`config.mk`:
```
export PLATFORM = sky130hd
export DESIGN_NAME = ee_status_guard
export DESIGN_NICKNAME = d
export VERILOG_FILES = /design/src/rtl/ee_sg_pkg.sv /design/src/rtl/ee_sg_wel.sv /design/src/rtl/ee_sg_nvbits.sv /design/src/rtl/ee_sg_range.sv /design/src/rtl/ee_status_guard.sv
export SDC_FILE = /design/constraint.sdc
export NUM_CORES = 1
export LEC_CHECK = 0
export BUFFER_PORTS_ARGS = -buffer_cell sky130_fd_sc_hd__buf_2
export CAP_MARGIN = 20
export CORE_AREA = 2 2 39 41
export CTS_CLUSTER_DIAMETER = 100
export DETAILED_ROUTE_END_ITERATION = 6
export DIE_AREA = 0 0 41 43
export GPL_TIMING_DRIVEN = 0
export HOLD_SLACK_MARGIN = 0.15
export PLACE_DENSITY = 0.6
export SLEW_MARGIN = 20
export SYNTH_ARGS = -nofsm -noshare
export SYNTH_HDL_FRONTEND = slang
export SYNTH_SLANG_ARGS = --single-unit
```
`constraint.sdc`:
```
create_clock -name clk_i -period 3.26 [get_ports clk_i]
set_input_delay 0.652 -clock clk_i [delete_from_list [all_inputs] [get_ports clk_i]]
set_output_delay 0.652 -clock clk_i [all_outputs]
set_load 0.05 [all_outputs]
```
`src/rtl/ee_sg_pkg.sv`:
```
package ee_sg_pkg;
  typedef enum logic [1:0] {
    BP_NONE    = 2'b00,
    BP_QUARTER = 2'b01,
    BP_HALF    = 2'b10,
    BP_ALL     = 2'b11
  } bp_e;

  localparam int unsigned SR_WPEN = 7;
  localparam int unsigned SR_BP1  = 3;
  localparam int unsigned SR_BP0  = 2;
  localparam int unsigned SR_WEN  = 1;
  localparam int unsigned SR_BUSY = 0;
endpackage

```
`src/rtl/ee_sg_wel.sv`:
```
module ee_sg_wel (
  input  logic clk_i,
  input  logic rst_ni,
  input  logic soft_rst_i,
  input  logic busy_i,
  input  logic set_i,
  input  logic clr_i,
  input  logic wr_req_i,
  output logic wen_o
);
  logic wen_q;
  logic kill, arm;

  assign kill = soft_rst_i | (~busy_i & (clr_i | wr_req_i));
  assign arm  = ~busy_i & set_i;

  always_ff @(posedge clk_i or negedge rst_ni) begin
    if (!rst_ni)   wen_q <= 1'b0;
    else if (kill) wen_q <= 1'b0;
    else if (arm)  wen_q <= 1'b1;
  end

  assign wen_o = wen_q;

  // latch frozen while a write cycle runs
  a_r3_busy_hold: assert property (@(posedge clk_i) disable iff (!rst_ni)
    busy_i && !soft_rst_i |=> $stable(wen_o));
  // every non-busy write request drops the latch
  a_r8_req_clears: assert property (@(posedge clk_i) disable iff (!rst_ni)
    wr_req_i && !busy_i |=> !wen_o);

  a_r9_soft_clears: assert property (@(posedge clk_i) disable iff (!rst_ni)
    soft_rst_i |=> !wen_o);
endmodule

```
`src/rtl/ee_sg_nvbits.sv`:
```
module ee_sg_nvbits
  import ee_sg_pkg::*;
(
  input  logic       clk_i,
  input  logic       rst_ni,
  input  logic       load_i,
  input  logic [7:0] data_i,
  output logic       wpen_o,
  output bp_e        bp_o
);
  logic wpen_q;
  bp_e  bp_q;

  // power-on reset models the as-shipped contents; soft reset does not reach here
  always_ff @(posedge clk_i or negedge rst_ni) begin
    if (!rst_ni) begin
      wpen_q <= 1'b0;
      bp_q   <= BP_NONE;
    end else if (load_i) begin
      wpen_q <= data_i[SR_WPEN];
      bp_q   <= bp_e'({data_i[SR_BP1], data_i[SR_BP0]});
    end
  end

  assign wpen_o = wpen_q;
  assign bp_o   = bp_q;

  // no commit, no change
  a_r8_nv_stable: assert property (@(posedge clk_i) disable iff (!rst_ni)
    !load_i |=> $stable(wpen_o) && $stable(bp_o));
endmodule

```
`src/rtl/ee_sg_range.sv`:
```
module ee_sg_range
  import ee_sg_pkg::*;
#(
  parameter int unsigned AW = 12
) (
  input  bp_e           bp_i,
  input  logic [AW-1:0] addr_i,
  output logic          locked_o
);
  localparam int unsigned TOP = AW - 1;

  logic [1:0] hi;

  generate
    if (AW >= 2) begin : g_wide
      assign hi = addr_i[TOP -: 2];
    end else begin : g_narrow
      assign hi = {addr_i[0], addr_i[0]};
    end
  endgenerate

  always_comb begin
    unique case (bp_i)
      BP_NONE:    locked_o = 1'b0;
      BP_QUARTER: locked_o = (hi == 2'b11);
      BP_HALF:    locked_o = hi[1];
      default:    locked_o = 1'b1;
    endcase
  end
endmodule

```
`src/rtl/ee_status_guard.sv`:
```
module ee_status_guard
  import ee_sg_pkg::*;
#(
  parameter int unsigned AW = 12
) (
  input  logic          clk_i,
  input  logic          rst_ni,
  input  logic          soft_rst_i,
  input  logic          wen_set_i,
  input  logic          wen_clr_i,
  input  logic          busy_i,
  input  logic          wp_ni,
  input  logic          sr_wr_req_i,
  input  logic [7:0]    sr_wr_data_i,
  input  logic          arr_wr_req_i,
  input  logic [AW-1:0] arr_addr_i,
  output logic [7:0]    status_o,
  output logic          arr_wr_ok_o,
  output logic          sr_wr_ok_o
);
  logic wen, wpen, locked, pin_block, sr_commit;
  bp_e  bp;

  ee_sg_wel u_wel (
    .clk_i      (clk_i),
    .rst_ni     (rst_ni),
    .soft_rst_i (soft_rst_i),
    .busy_i     (busy_i),
    .set_i      (wen_set_i),
    .clr_i      (wen_clr_i),
    .wr_req_i   (sr_wr_req_i | arr_wr_req_i),
    .wen_o      (wen)
  );

  assign pin_block  = wpen & ~wp_ni;
  assign sr_wr_ok_o = wen & ~busy_i & ~pin_block;
  assign sr_commit  = sr_wr_req_i & sr_wr_ok_o;

  ee_sg_nvbits u_nv (
    .clk_i  (clk_i),
    .rst_ni (rst_ni),
    .load_i (sr_commit),
    .data_i (sr_wr_data_i),
    .wpen_o (wpen),
    .bp_o   (bp)
  );

  ee_sg_range #(.AW(AW)) u_range (
    .bp_i     (bp),
    .addr_i   (arr_addr_i),
    .locked_o (locked)
  );

  assign arr_wr_ok_o = wen & ~busy_i & ~locked;

  assign status_o = {wpen, 3'b000, bp[1], bp[0], wen, busy_i};


  a_r1_zero_bits: assert property (@(posedge clk_i) disable iff (!rst_ni)
    status_o[6:4] == 3'b000);

  a_r4_arr_needs_wen: assert property (@(posedge clk_i) disable iff (!rst_ni)
    arr_wr_ok_o |-> status_o[SR_WEN] && !status_o[SR_BUSY]);
  // whole-array lock
  a_r5_all_locked: assert property (@(posedge clk_i) disable iff (!rst_ni)
    status_o[SR_BP1] && status_o[SR_BP0] |-> !arr_wr_ok_o);

  a_r6_pin_blocks: assert property (@(posedge clk_i) disable iff (!rst_ni)
    status_o[SR_WPEN] && !wp_ni |-> !sr_wr_ok_o);
  // status write loads only the three writable bits
  a_r6_loaded: assert property (@(posedge clk_i) disable iff (!rst_ni)
    sr_wr_req_i && sr_wr_ok_o |=>
      status_o[SR_WPEN] == $past(sr_wr_data_i[SR_WPEN]) &&
      status_o[SR_BP1]  == $past(sr_wr_data_i[SR_BP1]) &&
      status_o[SR_BP0]  == $past(sr_wr_data_i[SR_BP0]));
endmodule

```
# Yosys cells after proc, flatten, opt, wreduce, memory -nomap -nowiden
# Cells that the tools add are included.
# W data, S select, Z words.
# word_totals
ff_bits	4
input_bits	29
output_inout_bits	10
word_cells	25
# op_classes
eq_ne	3
mux	3
n_bitwise	14
n_reduce_logical	2
# ops
op	n
$and A1 B1 Y1	7
$eq A2 B2 Y1 const B	2
$not A1 Y1	4
$or A1 B1 Y1	3
$pmux W1 S3	1
$eq A2 B1 Y1 const B	1
$logic_not A2 Y1	1
$mux W1	2
$reduce_bool A2 Y1	1

# Logic depth before layout (Yosys ltp)
# logic_depth
word_depth	5
ltp_mapped	3
depth_no_buf	3

# By module
# A second synthesis with hierarchy kept.
# unflattened
hier_cells	28
area_unflattened_um2	270.3
# by_module_without_submodules
module	instances	cells_per_inst	area_per_inst_um2
ee_sg_nvbits	1	6	108.9
ee_status_guard	1	14	97.6
ee_sg_wel	1	5	50.0
ee_sg_range	1	3	13.8

# Worst setup path after synthesis
# No wires, ideal clock.
# synth_timing
path_type	input to output
startpoint	in arr_addr_i[11]
endpoint	out arr_wr_ok_o
arrival_ns	2.055
required_ns	2.608
slack_ns	0.553
stages	2
path_buffers	0
cell_sequence	a21o_1 -> a221oi_1
# synth_via
elab_chain_len	4
# synth_lines
item	line	rtl
start, declared	ee_status_guard.sv:16	input logic [AW-1:0] arr_addr_i,
$eq A2 B2 Y1	ee_sg_range.sv:25	BP_QUARTER: locked_o = (hi == 2'b11);
$pmux W1 S3 *	ee_sg_range.sv:23	unique case (bp_i)
$not A1 Y1 *	ee_status_guard.sv:54	assign arr_wr_ok_o = wen & ~busy_i & ~locked;
$and A1 B1 Y1 *	ee_status_guard.sv:54	
end, declared	ee_status_guard.sv:18	output logic arr_wr_ok_o,
# Mark *: on every way between the ends. The rest lies on a longest branch, timed or not.

# Worst setup path after layout
# Ends and elaborated chain as after synthesis.

==> impl_results.md <==
* Die Y at 43 um
* Fin Clk Skew at a little under 0.9 ps
* WP data required at ~2600 ps
* Worst hold slack at 218.5 ps
* Crit path largest cell delay at 300 ps
* Setup-failing EPs final at 0
* Yosys top cell by area: dfrtp_1
* Total routed wirelength at between 500 and 600 um
* Nets at between 80 and 90
* Detailed Routing Iterations Pass 1 at 2
* DRC violations left at 0
* H-Tree Depth at 1
* RSZ-0062 raised after global routing: no
* Via count at 230
* Syn_area_per_cell at 10.64 um^2
* WS Path Type: in -> out
* Largest net degree at the start of global routing at 5
* Worst path top cell family by delay: buffers and inverters
* Antenna-violating nets left at 0
* Buffers on Ports at 20
* Pwr per Cell Area at 536.6 nW/um^2
* Share of layout cells above drive strength 1 at 0.6667
* TritonCTS clock tree: built
* Post_cts resized at 0
* Fin crit share at 0.6408
* CP max stage cell: buf_2
* N_diodes at 0
* Global-route wire length before repair at approximately 850 um
* Worst Setup End Kind: primary output
* Worst-path clk slew at 40 ps
* Status: finished clean
* Leakage at 0.2613 nW
* Part of the Yosys area used for sequential elements at 0.3620
* CP Max Fanout at 2
* Critical path's most frequent cell: buf_2
* Root buffer cell: clkbuf_4
* Synthesized flop and latch total at 4
* Sequential cell area at approximately 100 um^2
* Min Tclk post-route at between 2000 and 2500 ps
* TritonCTS buffer count at 3
* Filler Cells Inserted at 153
* Multi-input logic area at 127.6 um^2
* Average wire per standard cell at around 8.0 um
* Synth Instances at 26
* Synth cell types at 12
* Fin util at 0.3083
* Clock buffer depth at 2
* Hold Path Class: in -> async
* Critical Path Source Type: primary input
* Cell Chain, Critical Path: buf_2 > a21o_1 > a221oi_1 > buf_2
* IO Count at 39
* Num rows at 14
* Clock Sink Count at 4
* Initial antenna violation count at 0
* CP bufs+invs at 2
* Final Max Slew Viols at 0
* Max-cap violations at 0
* P&R area growth vs syn at 54.30%
* Arr. time, crit path at 1440 ps
* Initial Util at 0.1998
* Synth Warn # at 0
* Buffer count from post-CTS setup fixing at 0
* Die Area at between 1500 and 2000 um^2
* Later-pin clock latency in the skew report at 230 ps
* Vias/cell at 3.433
* Worst vdd ir at about 0.13 mV
* Post-synth top area share at 0.3620
* DIE WIDTH at 41 um
* Final setup TNS at 0 ps
* Vias in the first global route at 233
* Max Fclk at 0.4787 GHz
* Fin. Hold Viols at 0
* Detailed Route Iter0 Violations at 1
* Synthesized area at 276.5 um^2
* Core area at ~1400 um^2
* Hold_buf cts at 0
* Global route overflow at 0
* Routability cong. at roughly 0.63
* All-Layer GR Usage at 0.07871
* Area contributors post-synth: dfrtp_1, buf_4, mux2_4, a211o_4, nand2b_4
-- power breakdown --
group          total [mW]  internal [mW]  switching [mW]
registers          0.0706         0.0601          0.0105
logic              0.0991         0.0369          0.0622
clock network      0.0593         0.0410          0.0182
total               0.229          0.138          0.0909
-- sequential cells by signal, summed over array words and instances (netlist names) --
name	cells
u_wel.wen_o	1
u_nv.wpen_o	1
u_nv.bp_o	2
-- per-stage QoR --
stage	setup WS (ps)	cells	area, um^2	power, mW
2_1_floorplan	553.0	28	284.0	0.1479
3_3_place_gp	1168	64	404.1	0.1698
3_5_place_dp	1161	64	404.1	0.1715
4_1_cts	1161	67	426.7	0.2346
5_1_grt	1108	67	426.7	0.2427
6_report	1171	67	426.7	0.2289
-- kinds of logic after synthesis --
logic type	synth area share
AO/OA/AOI/OAI	0.1584
buffers and inverters	0.2036
flip-flops	0.3620
multiplexers	0.1629
other	0.01356
AND/OR/NAND/NOR	0.09952
-- routing by layer --
metal / track usage / part of all wire / up-vias
met5: 0 / 0 / -
met4: 0.08000 / 0 / 0
met3: 0.03665 / 0.12 / 0
met2: 0.1219 / 0.51 / 12
met1: 0.06536 / 0.37 / 89
li1: - / - / 129
-- cells in the mapped netlist (all sizes together) --
cell type / number
nor3: 2
inv: 3
a221oi: 1
a21oi: 2
a21o: 1
conb: 1
buf: 6
a211o: 1
nand2b: 1
mux2: 3
nor2: 1
dfrtp: 4
-- final cells by class --
type                    instances  area share
flip-flops and latches          4      0.2346
multi-input cells              15      0.2991
inverters                       3     0.02639
clock buffers                   3     0.05279
well taps                      16     0.04692
plain buffers                   6      0.1056
repair buffers                 20      0.2346
-- cells in the final DEF, fill, tap and decap left out --
cell,instances
a221oi_1,1
a21oi_1,2
dfrtp_1,4
a21o_1,1
nand2b_4,1
mux2_4,3
conb_1,3
clkbuf_4,3
a211o_4,1
inv_1,3
buf_2,20
nor2_1,1
buf_4,6
nor3_1,2
-- path summary, 6_finish.rpt --
path	startpoint	endpoint	slack (ps)	cells past startpoint
setup reg to reg	u_nv.wpen_o	u_nv.bp_o[0]	2060	2
max in group asynchronous	rst_ni	u_nv.wpen_o	2920	1
hold reg to reg	u_nv.bp_o[0]	u_nv.bp_o[0]	550	1
min in group clk_i	u_nv.bp_o[0]	u_nv.bp_o[0]	550	1
hold / removal	rst_ni	u_nv.bp_o[0]	220	1
setup / recovery	arr_addr_i[11]	arr_wr_ok_o	1170	4
Power figures use the tool's default switching activity.
